===== src/rtl/hsbtn_pkg.sv =====
package hsbtn_pkg;

   // Configuration bits as seen by the detector.
   typedef struct packed {
      logic en;
      logic latched;
      logic invert;
   } hsbtn_cfg_t;

   // Reported level before polarity is applied.
   function automatic logic hsbtn_shown(input hsbtn_cfg_t cfg,
                                        input logic pressed,
                                        input logic sticky);
      logic sel;
      sel = cfg.latched ? sticky : pressed;
      return cfg.en & sel;
   endfunction

endpackage


===== src/rtl/hsbtn_sync.sv =====
module hsbtn_sync #(
   parameter int unsigned STAGES  = 2,
   parameter logic        RST_VAL = 1'b1
) (
   input  logic clk_i,
   input  logic rst_ni,
   input  logic d_i,
   output logic q_o
);

   if (STAGES < 2) begin : g_bad_stages
      $error("hsbtn_sync: STAGES must be at least 2");
   end

   logic [STAGES-1:0] chain_q;

   always_ff @(posedge clk_i or negedge rst_ni) begin
      if (!rst_ni) chain_q <= {STAGES{RST_VAL}};
      else         chain_q <= {chain_q[STAGES-2:0], d_i};
   end

   assign q_o = chain_q[STAGES-1];

endmodule


===== src/rtl/hsbtn_debounce.sv =====
module hsbtn_debounce #(
   parameter int unsigned DB_TICKS = 50
) (
   input  logic clk_i,
   input  logic rst_ni,
   input  logic run_i,
   input  logic tick_i,
   input  logic lvl_i,
   output logic stable_o,
   output logic press_evt_o
);

   localparam int unsigned CNT_W = (DB_TICKS > 1) ? $clog2(DB_TICKS) : 1;
   localparam logic [CNT_W-1:0] LAST = CNT_W'(DB_TICKS - 1);

   if (DB_TICKS < 1) begin : g_bad_ticks
      $error("hsbtn_debounce: DB_TICKS must be at least 1");
   end

   logic [CNT_W-1:0] cnt_q;
   logic             stable_q;
   logic             differ;
   logic             expire;

   assign differ = lvl_i != stable_q;
   assign expire = run_i & differ & tick_i & (cnt_q == LAST);

   always_ff @(posedge clk_i or negedge rst_ni) begin
      if (!rst_ni) begin
         cnt_q    <= '0;
         stable_q <= 1'b0;
      end else if (!run_i) begin
         cnt_q    <= '0;
         stable_q <= 1'b0;
      end else if (!differ) begin
         cnt_q    <= '0;
      end else if (tick_i) begin
         if (cnt_q == LAST) begin
            stable_q <= lvl_i;
            cnt_q    <= '0;
         end else begin
            cnt_q    <= cnt_q + 1'b1;
         end
      end
   end

   assign stable_o    = stable_q;
   assign press_evt_o = expire & lvl_i;

endmodule


===== src/rtl/hsbtn_report.sv =====
module hsbtn_report
   import hsbtn_pkg::*;
(
   input  logic       clk_i,
   input  logic       rst_ni,
   input  hsbtn_cfg_t cfg_i,
   input  logic       clr_i,
   input  logic       press_evt_i,
   input  logic       pressed_i,
   output logic       status_o,
   output logic       sticky_o
);

   logic sticky_q;

   // A press accepted on the same edge as a clear wins.
   always_ff @(posedge clk_i or negedge rst_ni) begin
      if (!rst_ni)          sticky_q <= 1'b0;
      else if (press_evt_i) sticky_q <= 1'b1;
      else if (clr_i)       sticky_q <= 1'b0;
   end

   assign status_o = hsbtn_shown(cfg_i, pressed_i, sticky_q) ^ cfg_i.invert;
   assign sticky_o = sticky_q;

endmodule


===== src/rtl/hsbtn_detect.sv =====
module hsbtn_detect
   import hsbtn_pkg::*;
#(
   parameter int unsigned SYNC_STAGES    = 2,
   parameter int unsigned DB_TICKS       = 50,
   parameter bit          BTN_ACTIVE_LOW = 1'b1
) (
   input  logic clk_i,
   input  logic rst_ni,
   input  logic tick_i,
   input  logic btn_i,
   input  logic en_i,
   input  logic latched_i,
   input  logic invert_i,
   input  logic cfg_wr_i,
   output logic status_o,
   output logic sticky_o
);

   localparam logic IDLE_LVL = BTN_ACTIVE_LOW ? 1'b1 : 1'b0;

   logic       sync_q;
   logic       pressed_sync;
   logic       deb_pressed;
   logic       press_evt;
   hsbtn_cfg_t cfg;

   assign cfg = '{en: en_i, latched: latched_i, invert: invert_i};

   hsbtn_sync #(.STAGES(SYNC_STAGES), .RST_VAL(IDLE_LVL)) u_sync (
      .clk_i (clk_i),
      .rst_ni(rst_ni),
      .d_i   (btn_i),
      .q_o   (sync_q)
   );

   if (BTN_ACTIVE_LOW) begin : g_act_low
      assign pressed_sync = ~sync_q;
   end else begin : g_act_high
      assign pressed_sync = sync_q;
   end

   hsbtn_debounce #(.DB_TICKS(DB_TICKS)) u_deb (
      .clk_i      (clk_i),
      .rst_ni     (rst_ni),
      .run_i      (en_i),
      .tick_i     (tick_i),
      .lvl_i      (pressed_sync),
      .stable_o   (deb_pressed),
      .press_evt_o(press_evt)
   );

   hsbtn_report u_rep (
      .clk_i      (clk_i),
      .rst_ni     (rst_ni),
      .cfg_i      (cfg),
      .clr_i      (cfg_wr_i),
      .press_evt_i(press_evt),
      .pressed_i  (deb_pressed),
      .status_o   (status_o),
      .sticky_o   (sticky_o)
   );

endmodule


===== config.mk =====
export PLATFORM = sky130hd
export DESIGN_NAME = hsbtn_detect
export DESIGN_NICKNAME = d
export VERILOG_FILES = /design/src/rtl/hsbtn_pkg.sv /design/src/rtl/hsbtn_sync.sv /design/src/rtl/hsbtn_debounce.sv /design/src/rtl/hsbtn_report.sv /design/src/rtl/hsbtn_detect.sv
export SDC_FILE = /design/constraint.sdc
export NUM_CORES = 1
export LEC_CHECK = 0
export BUFFER_PORTS_ARGS = -buffer_cell sky130_fd_sc_hd__buf_2
export CORE_AREA = 4 4 41 43
export DETAILED_ROUTE_END_ITERATION = 8
export DIE_AREA = 0 0 45 47
export PLACE_DENSITY = 0.65
export RECOVER_POWER = 50
export SYNTH_ARGS = -nofsm -noshare
export SYNTH_HDL_FRONTEND = slang
export SYNTH_SLANG_ARGS = --single-unit
export TNS_END_PERCENT = 30

===== constraint.sdc =====
create_clock -name clk_i -period 1.57 [get_ports clk_i]
set_input_delay 0.2355 -clock clk_i [delete_from_list [all_inputs] [get_ports clk_i]]
set_output_delay 0.2355 -clock clk_i [all_outputs]
set_load 0.01 [all_outputs]

# Yosys cells after proc, flatten, opt, wreduce, memory -nomap -nowiden
# Cells that the tools add are included.
dict set report word_totals {
  in_bits 8
  output_inout_bits 2
  word_cells 31
  register_bits 10
}
dict set report classes {
  n_mux 11
  bitwise 7
  addsub 1
  reduce_logical 2
  eq_ne 6
}
# cell count
set ops {}
lappend ops {{two-way mux 6 bit} 4}
lappend ops {{two-way mux 1 bit} 7}
lappend ops {{adder 6 x 1 -> 6 bit (second input constant)} 1}
lappend ops {{== test 6 bit (second input constant)} 1}
lappend ops {{AND 1 bit} 5}
lappend ops {{inequality test 2 x 1 -> 1 bit (second input constant)} 2}
lappend ops {{inequality test 3 bit (second input constant)} 1}
lappend ops {{AND reduction 3 bit} 1}
lappend ops {{inequality test 2 bit (second input constant)} 1}
lappend ops {{nonzero test 2 bit} 1}
lappend ops {{inequality test 1 bit} 1}
lappend ops {{inverter 1 bit} 1}
lappend ops {{bitwise XOR 1 bit} 1}

# Logic depth before layout (Yosys ltp)
# Gate-level depths: netlist (run 1).
dict set report depth {
  depth_word 7
  mapped_depth 6
  depth_no_buf 5
}

# Hierarchy
# From an unflattened synthesis (run 1), not the netlist that was laid out.
dict set report unflattened {
  hier_cells 53
  hier_area_um2 531.8
}
# module seq_area_each_um2 area_each_um2 cells_per_inst n_inst
set modules_own_cells {}
lappend modules_own_cells {hsbtn_debounce 175.2 415.4 44 1}
lappend modules_own_cells {hsbtn_report 25.0 60.1 6 1}
lappend modules_own_cells {hsbtn_sync 52.6 52.6 2 1}
lappend modules_own_cells {hsbtn_detect 0.0 3.8 1 1}

# Worst setup path before layout (run 1)
# No wires, ideal clock.
dict set report synth_path {
  path_type {reg-to-reg}
  startpoint {register u_deb.cnt_q[1]}
  endpoint {register u_deb.stable_q, in the netlist u_deb.stable_o}
  path_stages_with_launch 7
  required_time_ps 1492
  path_buffers 1
  slack_ps 243
  setup_ps 78
  arrival_time_ps 1250
  period_less_slack_ps 1327
  cell_sequence {dfrtp_1 inv_1 ha_1 nand4bb_1 buf_2 or3_1 a21boi_1}
}
dict set report synth_via {
  elab_chain_cells 3
}
# item line_no
set synth_rtl {}
lappend synth_rtl {{start, declared} hsbtn_debounce.sv:20} ;# logic [CNT_W-1:0] cnt_q;
lappend synth_rtl {{start signal, assigned} hsbtn_debounce.sv:42} ;# cnt_q <= cnt_q + 1'b1;
lappend synth_rtl {{== test 6 bit} hsbtn_debounce.sv:38} ;# if (cnt_q == LAST) begin
lappend synth_rtl {{inequality test 2 x 1 -> 1 bit (no source line)} --}
lappend synth_rtl {{AND reduction 3 bit (no source line)} --}
lappend synth_rtl {{end signal, assigned} hsbtn_debounce.sv:39} ;# stable_q <= lvl_i;
lappend synth_rtl {{end, declared} hsbtn_debounce.sv:21} ;# logic stable_q;
# No other way between the ends.
# A chain may end at the register's enable or synchronous reset.

# Worst setup path in the final report (run 1)
dict set report layout_path {
  startpoint {register u_deb.stable_q, in the netlist u_deb.stable_o}
  endpoint {output status_o}
}
dict set report layout_via {
  elab_chain_cells 3
}
# item line_no
set layout_rtl {}
lappend layout_rtl {{two-way mux 1 bit} hsbtn_pkg.sv:15} ;# sel = cfg.latched ? sticky : pressed;
lappend layout_rtl {{AND 1 bit} hsbtn_pkg.sv:16} ;# return cfg.en & sel;
lappend layout_rtl {{bitwise XOR 1 bit} hsbtn_report.sv:23} ;# assign status_o = hsbtn_shown(cfg_i, pressed_i, sticky_q) ^ cfg_i.invert;
lappend layout_rtl {{end, declared} hsbtn_detect.sv:16} ;# output logic status_o,
# No other way between the ends.

==> results of run 1 <==
[worst max-delay path, stage by stage (launching register included)]
cell and delay (ps):
dfrtp_1 410, mux2_2 270, nand2_1 80, xnor2_1 110
buf_2 150
[area by class of cell]
class                           count  area share (%)
Tap cell                           15            2.94
Multi-Input combinational cell     39            38.7
Inverter                            4            2.35
Timing Repair Buffer               12            10.8
Clock buffer                        4            5.68
Sequential cell                    10            39.5
[metrics by stage]
stage	hold slack, ps	util [%]	cell area, um2	total power, mW	std cells
floorplan	-60.1	-	526	0.286	55
global placement	101	45.7	594	0.306	79
detailed placement	104	45.7	594	0.307	79
CTS	64.4	49.2	641	0.538	84
global route	64.4	49.1	639	0.555	84
finish	71.8	49.1	639	0.529	84
[synthesized netlist by cell type, types with 2 or more instances]
master and count:
a21oi_1 4, buf_2 2, dfrtp_1 8, dfstp_2 2, ha_1 2, inv_1 4, nand2_1 5, nand2b_1 2
nand3_1 3, nand4_1 2, nor2_1 2, nor2b_1 2, o21ai_0 2, o21ai_1 2, or3_1 2
[power by group]
part	switching (mW)	leakage, nW	internal, mW
Combinational	0.0188	0.106	0.0168
Clock	0.0847	0.0210	0.141
Sequential	0.00384	0.132	0.264
Total	0.107	0.259	0.421
[layer usage]
metal / vias to the layer above / share of wire, % / global-route usage, %
met5: - / 0 / 0
met4: 0 / 0.85 / 7.02
met3: 2 / 3.7 / 2.30
met2: 10 / 51 / 18.9
met1: 209 / 44 / 15.3
li1: 220 / - / -
[sequential cells by signal, indices dropped and copies added (netlist names)]
| register | cells |
|---|---|
| u_rep.sticky_o | 1 |
| u_sync.chain_q | 2 |
| u_deb.cnt_q | 6 |
| u_deb.stable_o | 1 |
[final timing paths]
kind	start	to	slack, ps	cells after the start
max in group asynchronous	rst_ni	u_sync.chain_q[0]	730	2
setup reg to reg	u_deb.cnt_q[1]	u_deb.stable_o	220	5
min in group asynchronous	rst_ni	u_deb.cnt_q[1]	470	2
setup / recovery	u_deb.stable_o	status_o	70	4
hold / removal	btn_i	u_sync.chain_q[0]	70	1
hold reg to reg	u_sync.chain_q[0]	u_sync.chain_q[1]	360	0
[cell families (layout without fill, tap and decap cells)]
| group | count (synthesis) | after routing | share of synthesized area (%) |
|---|---|---|---|
| adders and majority gates | 2 | 2 | 4.76 |
| buffers and inverters | 6 | 20 | 4.76 |
| AOI/OAI and AO/OA | 13 | 13 | 15.2 |
| xor gates and xnor gates | 2 | 2 | 3.33 |
| and+or+nand+nor | 21 | 21 | 21.7 |
| muxes | 1 | 1 | 2.14 |
| DFF | 10 | 10 | 48.1 |
[what timing repair did]
| item | in CTS | in global routing |
|---|---|---|
| gates resized for setup | 0 | 0 |
| hold buffers | 1 | 0 |
| endpoints found under the setup margin | 0 | 0 |
| hold endpoints to repair | 8 | 0 |
[cell usage in the layout, fill, tap and decap left out, types with 3 or more instances in the layout]
cell type / count
clkbuf_4: 3
buf_2: 8
inv_1: 4
a21oi_1: 4
nand3_1: 3
dfrtp_1: 8
nand2_1: 5
==> metrics.md, run 1 <==
| Metric | Value |
|---|---|
| Dpl ws | 238 ps |
| Post-synthesis async set-or-reset flop share | 100% |
| Worst-Margin Slew | 556 ps |
| DIE AREA | 0.00212 mm2 |
| Final Max Tran Viols | 0 |
| Initial antenna violation count | 0 |
| Row count | 13 |
| # diodes | 0 |
| Yosys warns | 0 |
| Final ANT Viol Nets | 0 |
| Setup bufs post-CTS | 0 |
| Max Clock Skew | 3.36 ps |
| Largest net degree at the start of global routing | 11 |
| CTS clk-pin slew, worst paths | 60 ps |
| Post-synth net total | 65 |
| Kind of critical path | register to primary output |
| CTS tree | yes |
| Synth Flop Type | dfrtp_1 |
| Hpwl dp | 762 um |
| Post-synthesis sequential area ratio | 48.1% |
| Worst Path Required | 1330 ps |
| Worst Slack Setup Final | 69.8 ps |
| Die Span Y | 47 um |
| Post-Synthesis Cells | 55 |
| Area growth, synth to finish | 21.7% |
| Die Wd | 45 um |
| Initial Utilization | 40.4% |
| Vias | 441 |
| Synth cell types | 26 |
| Fillers | 132 |
| Synth top area cells | dfrtp_1, dfstp_2, ha_1 |
| Tmin final | 1500 ps |
| First-pass GRT wire length | 1.83 mm |
| Synth Cell Area | 526 um2 |
| GPL Wtd Cong | 0.840 |
| Yosys top cell area share | 38.1% |
| Fin nets | 80 |
| Total of max-cap violations | 0 |
| RSZ-0062 raised after global routing | no |
| Leakage | 0.259 nW |
| Max VDD drop | 473 uV |
| Total grt overflow | 0 |
| # port buffers | 9 |
| Final Hold Vio Count | 0 |
| Crit path max fanout | 4 |
| DRT iter0 DRCs | 12 |
| Routed WL per cell | 12.6 um |
| Max-slew headroom | 63.0% |
| TritonCTS buffer count | 3 |
| Core area | 0.00130 mm2 |
| CTS max path bufs | 2 |
| # IOs | 10 |
| Hold Crit Class | primary input to register |
| Fin crit share | 95.6% |
| Vias in the first global route | 440 |
| FF+latch area | 253 um2 |
| CTS root buf | clkbuf_4 |
| Share of layout cells above drive strength 1 | 24.6% |
| Final setup fails | 0 |
| CTS Sinks | 10 |
| Area of the multi-input gates | 248 um2 |
| Arrival @ worst endpoint | 1260 ps |
| Crit start category | register |
| Post-Route WL | 1.06 mm |
| Yosys reg bits | 10 |
| H-tree level count | 1 |
| Drt drc | 0 |
| Max Fclk | 0.667 GHz |
| Post-synth EDFFs | 0 |
| Avg Cell Area, Syn | 9.55 um2 |
| Setup TNS | 0 ps |
| Later-pin clock latency in the skew report | 260 ps |
| Critical Path End Type | primary output |
| Status | complete, no violations |
| DR pass1 iterations | 4 |
| Gr usage total | 12.0% |
| Yosys top cell by area | dfrtp_1 |
| Via density | 5.25 |
| P per Cell Area | 827 mW/mm2 |
No activity file was read; power rests on OpenSTA's default activity.
==> inputs of run 2 (changes only) <==
--- a/config.mk
+++ b/config.mk
@@ -5,7 +5,7 @@
 export SDC_FILE = /design/constraint.sdc
 export NUM_CORES = 1
 export LEC_CHECK = 0
-export BUFFER_PORTS_ARGS = -buffer_cell sky130_fd_sc_hd__buf_2
+export BUFFER_PORTS_ARGS = -buffer_cell sky130_fd_sc_hd__clkbuf_2
 export CORE_AREA = 4 4 41 43
 export DETAILED_ROUTE_END_ITERATION = 8
 export DIE_AREA = 0 0 45 47
==> run 2 against run 1 <==
Against the previous run: power is 0.68% higher; sequential share of layout area shrank 1.1 points; via count unchanged; critical path depth did not move; clock power hardly changed; clock skew up 1.2 ps; worst hold slack got worse by 19 ps; register-to-register slack about the same; sequential cell count unchanged; design area grew 2.9%; combinational power grew 5.9%; fmax fell by 0.16%; critical endpoint unchanged.
==> metrics.md, run 2 (synthesized netlist as in run 1, its figures left out) <==
| Metric | Value |
|---|---|
| Status | complete, no violations |
| Critical path's slowest cell | dfrtp_1 |
| # diodes | 0 (unchanged) |
| CTS Sinks | 10 (unchanged) |
| First-pass GRT wire length | 1.73 mm (-5.6%) |
| Hold depth | 1 (unchanged) |
| Leakage | 0.277 nW (+6.9%) |
| Share of layout cells above drive strength 1 | 27.5% (+2.9 points) |
| Kind of critical path | register to primary output |
| Commonest non-fill, non-tap cell in the layout | dfrtp_1 |
| Final ANT Viol Nets | 0 (unchanged) |
| CTS root buf | clkbuf_4 |
| Most flops, register | u_deb.cnt_q |
| Later-pin clock latency in the skew report | 260 ps (about the same) |
| Post-Route WL | 1.00 mm (-5.6%) |
| Hpwl dp | 759 um (-0.41%) |
| Drt drc | 0 (unchanged) |
| Post-route insts no fill | 84 (unchanged) |
| R2r setup slk | 220 ps (about the same) |
| Vias | 441 (unchanged) |
| TritonCTS buffer count | 3 (unchanged) |
| Arrival @ worst endpoint | 1270 ps (about the same) |
| Max VDD drop | 611 uV (+29%) |
| Launching point of the worst reg2reg path | u_deb.cnt_q[1] |
| Final Max Tran Viols | 0 (unchanged) |
| Max Clock Skew | 4.61 ps (+1.25 ps) |
| Max incr delay on CP | 400 ps (about the same) |
| RR Endpoint | u_deb.cnt_q[2] |
| Fin nets | 80 (unchanged) |
| Vias in the first global route | 421 (-4.3%) |
| Hold_sp | btn_i |
| Die Span Y | 47 um (unchanged) |
| Initial Utilization | 40.4% (unchanged) |
| Top Registers | u_deb.cnt_q: 6 flops, u_sync.chain_q: 2 flops |
| Hold Crit Class | primary input to register |
| Crit start category | register |
| DIE AREA | 0.00212 mm2 (unchanged) |
| Core area | 0.00130 mm2 (unchanged) |
| CTS max path bufs | 2 (unchanged) |
| Die Wd | 45 um (unchanged) |
| R2R depth | 6 (+1) |
| Area growth, synth to finish | 25.2% |
| DR pass1 iterations | 4 (unchanged) |
| H-tree level count | 1 (unchanged) |
| # port buffers | 9 (unchanged) |
| DP Cell Count | 79 (unchanged) |
| Initial antenna violation count | 0 (unchanged) |
| Worst Path Required | 1330 ps (about the same) |
| WHS Endpoint | u_sync.chain_q[0] |
| Setup bufs post-CTS | 0 (unchanged) |
| Largest net degree at the start of global routing | 11 (unchanged) |
| GPL Wtd Cong | 0.869 (+3.4%) |
| Fin crit share | 95.7% (+0.16 points) |
| Dpl ws | 221 ps (-16.9 ps) |
| Total grt overflow | 0 (unchanged) |
| P per Cell Area | 809 mW/mm2 (-2.2%) |
| Crit path max fanout | 4 (unchanged) |
| Final Hold Vio Count | 0 (unchanged) |
| Routed WL per cell | 11.9 um (-5.6%) |
| Critical Path, Cell by Cell | mux2_4 -> nand2_4 -> xnor2_2 -> buf_2 |
| DRT iter0 DRCs | 5 (-7) |
| Commonest non-fill, non-tap cells in the layout | dfrtp_1, clkbuf_2, inv_1, nand2_1, a21oi_1 |
| Critical Path End Type | primary output |
| Gr usage total | 11.4% (-0.62 points) |
| Max-slew headroom | 66.6% (+3.6 points) |
| # IOs | 10 (unchanged) |
| Max reg flops | 6 (unchanged) |
| Worst Slack Setup Final | 67.3 ps (-2.45 ps) |
| Row count | 13 (unchanged) |
| CTS tree | yes |
| Total of max-cap violations | 0 (unchanged) |
| Worst-Margin Slew | 501 ps (-54.1 ps) |
| Tmin final | 1500 ps (+2.45 ps) |
| Max Fclk | 0.665 GHz (-0.16%) |
| Final setup fails | 0 (unchanged) |
| CTS clk-pin slew, worst paths | 60 ps (about the same) |
| Via density | 5.25 (unchanged) |
[run 2: cell types whose count changed in the layout (fill, tap and decap cells not counted), sizes merged]
cell    change
clkbuf      +7
buf         -7
[run 2: worst max path at each step]
| stage | from | to | slack, ps | depth (start not counted) |
|---|---|---|---|---|
| 6_report | u_deb.stable_o | status_o | 70 | 4 |
| 5_1_grt | u_deb.stable_o | status_o | -10 | 4 |
| 4_1_cts | u_deb.stable_o | status_o | 40 | 4 |
| 3_5_place_dp | u_deb.cnt_q[1] | u_deb.cnt_q[2] | 220 | 6 |
| 3_3_place_gp | u_deb.cnt_q[1] | u_deb.stable_o | 250 | 5 |
| 2_1_floorplan | u_deb.cnt_q[1] | u_deb.stable_o | 240 | 6 |
[run 2: layout make-up]
cell class	count	area, um2
Inverter	4	15.0
Clock buffer	4	36.3
Sequential cell	10	253
Tap cell	15	18.8
Timing Repair Buffer	12	68.8
Multi-Input combinational cell	39	267
Fill cell	127	643
[run 2: timing repair]
| item | CTS | global route |
|---|---|---|
| hold buffers | 1 | 0 |
| hold endpoints to repair | 8 | 0 |
| setup endpoints to repair | 0 | 1 |
| gates resized for setup | 0 | 5 |
[run 2: critical path: cells and delay by family, from the launching register on]
| kind | cells | cell delay [ps] |
|---|---|---|
| DFF | 1 | 400 |
| muxes | 1 | 290 |
| buffers and inverters | 1 | 140 |
| xor gates and xnor gates | 1 | 100 |
| and+or+nand+nor | 1 | 70 |
[run 2: power by group]
group	internal, mW	total (mW)	switching, mW	leakage, nW
logic	0.0177	0.0377	0.0200	0.124
clock network	0.141	0.227	0.0864	0.0210
registers	0.264	0.267	0.00365	0.132
total	0.422	0.532	0.110	0.277
[run 2: metal layers]
layer	global-route usage [%]	vias to the layer above	part of all wire, %
met5	0	-	0
met4	5.26	0	1.7
met3	2.30	2	3.3
met2	18.1	7	47
met1	14.9	209	48
li1	-	223	-
[run 2: metrics by stage]
stage	cell area (um2)	power, mW	utilization (%)	TNS [ps]	hold WS (ps)
floorplan	526	0.286	-	0	-60.1
global placement	594	0.306	45.7	0	106
detailed placement	594	0.307	45.7	0	106
CTS	641	0.538	49.2	0	42.9
global route	658	0.558	50.6	-9.87	44.6
finish	658	0.532	50.6	0	52.7
==> inputs of run 3 (changes only) <==
--- a/config.mk
+++ b/config.mk
@@ -11,6 +11,7 @@
 export DIE_AREA = 0 0 45 47
 export PLACE_DENSITY = 0.65
 export RECOVER_POWER = 50
+export SLEW_MARGIN = 0
 export SYNTH_ARGS = -nofsm -noshare
 export SYNTH_HDL_FRONTEND = slang
 export SYNTH_SLANG_ARGS = --single-unit
==> constraint.sdc (replaced) <==
create_clock -name clk_i -period 1.6 [get_ports clk_i]
set_input_delay 0.24 -clock clk_i [delete_from_list [all_inputs] [get_ports clk_i]]
set_output_delay 0.24 -clock clk_i [all_outputs]
set_load 0.01 [all_outputs]
==> run 3 against run 2 <==
Against the previous run: first-iteration DRC count fell by 20%; combinational power shrank 6.9%; register-to-register slack gained 30 ps; routed wire length is 2.2% lower; worst setup slack improved by 23 ps; die area unchanged; clock skew hardly changed; global-route usage unchanged; critical endpoint unchanged.
==> metrics.md, run 3 (synthesized netlist as in run 1, its figures left out) <==
| Metric | Value |
|---|---|
| Status | complete, no violations |
| Routed WL per cell | 11.6 um (-2.2%) |
| Sw Share | 20.6% (-0.12 points) |
| TritonCTS buffer count | 3 (unchanged) |
| R2R depth | 6 (unchanged) |
| First-pass GRT wire length | 1.73 mm (unchanged) |
| Leakage | 0.260 nW (-6.4%) |
| Post-Route WL | 978 um (-2.2%) |
| CTS clk-pin slew, worst paths | 60 ps (about the same) |
| Worst Path Required | 1360 ps (+30 ps) |
| Tmin final | 1510 ps |
| CTS tree | yes |
| GPL Wtd Cong | 0.869 (unchanged) |
| Commonest non-fill, non-tap cells in the layout | dfrtp_1, clkbuf_2, nand2_1 |
| Max Fclk | 0.663 GHz |
| P_int | 413 uW (-2.1%) |
| Hold_sp | btn_i |
| Initial Utilization | 40.4% (unchanged) |
| Area growth, synth to finish | 21.7% |
| Kind of critical path | register to primary output |
| P_sw | 107 uW (-2.8%) |
| Arrival @ worst endpoint | 1270 ps (about the same) |
| Combinational fraction of design power | 6.7% (-0.4 points) |
| R2r setup slk | 250 ps (+30 ps) |
| Setup TNS | 0 ps (unchanged) |
| Hold Crit Class | primary input to register |
| Final setup fails | 0 (unchanged) |
| Worst-Margin Slew | 503 ps (+1.01 ps) |
| Max-slew headroom | 66.5% (-0.068 points) |
| RSZ-0062 raised after global routing | no |
| DR pass1 iterations | 4 (unchanged) |
| Max reg flops | 6 (unchanged) |
| Share of power burned in registers | 50.4% (about the same) |
| Fin util | 49.1% (-1.4 points) |
| Vias | 434 (-1.6%) |
| Max VDD drop | 583 uV (-4.7%) |
| Fin nets | 80 (unchanged) |
| P per Cell Area | 814 mW/mm2 (+0.65%) |
| Core area | 0.00130 mm2 (unchanged) |
| Post-route insts no fill | 84 (unchanged) |
| Hold depth | 1 (unchanged) |
| Most flops, register | u_deb.cnt_q |
| CTS max path bufs | 2 (unchanged) |
| # port buffers | 9 (unchanged) |
| Crit path max fanout | 4 (unchanged) |
| Commonest non-fill, non-tap cell in the layout | dfrtp_1 |
| Initial antenna violation count | 0 (unchanged) |
| Via density | 5.17 (-1.6%) |
| Launching point of the worst reg2reg path | u_deb.cnt_q[1] |
| H-tree level count | 1 (unchanged) |
| DP Cell Count | 79 (unchanged) |
| Die Span Y | 47 um (unchanged) |
| Max Clock Skew | 4.46 ps (-0.155 ps) |
| # diodes | 0 (unchanged) |
| Crit start category | register |
| Fin crit share | 94.3% |
| WHS Endpoint | u_sync.chain_q[0] |
| Final Hold Vio Count | 0 (unchanged) |
| Total of max-cap violations | 0 (unchanged) |
| DRT iter0 DRCs | 4 (-1) |
| Fillers | 128 (+0.79%) |
| CTS root buf | clkbuf_4 |
| Setup bufs post-CTS | 0 (unchanged) |
| Gr usage total | 11.4% (unchanged) |
| DIE AREA | 0.00212 mm2 (unchanged) |
| # IOs | 10 (unchanged) |
| CTS Sinks | 10 (unchanged) |
| Top Registers | u_deb.cnt_q: 6 flops, u_sync.chain_q: 2 flops |
| Vias in the first global route | 421 (unchanged) |
| Total grt overflow | 0 (unchanged) |
| Clock share of power | 42.8% (about the same) |
| Final ANT Viol Nets | 0 (unchanged) |
| Later-pin clock latency in the skew report | 260 ps (about the same) |
| Drt drc | 0 (unchanged) |
| RR Endpoint | u_deb.cnt_q[2] |
| Hpwl dp | 759 um (unchanged) |
| Row count | 13 (unchanged) |
| Power Total | 520 uW (-2.2%) |
| Largest net degree at the start of global routing | 11 (unchanged) |
| Critical Path End Type | primary output |
| Share of layout cells above drive strength 1 | 24.6% (-2.9 points) |
| Die Wd | 45 um (unchanged) |
| Final Max Tran Viols | 0 (unchanged) |
-- run 3: cell types whose count changed in the layout (fill, tap and decap cells not counted) --
| cell | previous run | this run |
|---|---|---|
| xnor2_1 | 0 | 1 |
| mux2_4 | 1 | 0 |
| mux2_2 | 0 | 1 |
| nand2_4 | 1 | 0 |
| nand2_1 | 4 | 5 |
| xnor2_2 | 1 | 0 |
-- run 3: worst max path at each step --
stage	start	end	slack, ps
after detailed placement	u_deb.cnt_q[1]	u_deb.cnt_q[2]	250
after global routing	u_deb.stable_o	status_o	0.5
after floorplan	u_deb.cnt_q[1]	u_deb.stable_o	270
final	u_deb.stable_o	status_o	90
after global placement	u_deb.cnt_q[1]	u_deb.stable_o	280
after CTS	u_deb.stable_o	status_o	70
-- run 3: power by group through the flow --
stage | combinational (mW) | sequential (mW) | clock, mW
after detailed placement | 0.0342 | 0.267 | 0
after CTS | 0.0362 | 0.262 | 0.230
after global routing | 0.0401 | 0.263 | 0.243
after global placement | 0.0337 | 0.267 | 0
final | 0.0351 | 0.262 | 0.223
after floorplan | 0.0148 | 0.266 | 0
-- run 3: stage by stage --
step                      instance area, um2  setup WS, ps  hold WS, ps
after floorplan                          526           273        -55.6
after detailed placement                 594           251          110
after global placement                   594           284          111
final                                    639          90.6         57.1
after CTS                                641          65.6         47.4
after global routing                     639         0.490         49.1
-- run 3: what timing repair did --
| action | 4_1_cts | 5_1_grt |
|---|---|---|
| hold endpoints to repair | 8 | 0 |
| hold buffers | 1 | 0 |
| resized for setup | 0 | 1 |
| setup endpoints to repair | 0 | 1 |
-- run 3: layer usage --
layer  GRT usage (%)  routed length (um)  up-vias
li1                -                   -      224
met1            14.9                 500      203
met2            18.1                 437        5
met3            2.30                  23        2
met4            5.26                  17        0
met5               0                   0        -
-- run 3: critical path, cell delays in order, from the launching register on --
cell and delay (ps):
dfrtp_1 400, mux2_2 270, nand2_1 80, xnor2_1 110, buf_2 150
-- run 3: layout make-up --
type / count / area [um2] / share of cell area, %
Tap cell: 15 / 18.8 / 2.94
Inverter: 4 / 15.0 / 2.35
Clock buffer: 4 / 36.3 / 5.68
Sequential cell: 10 / 253 / 39.5
Timing Repair Buffer: 12 / 68.8 / 10.8
Multi-Input combinational cell: 39 / 248 / 38.7
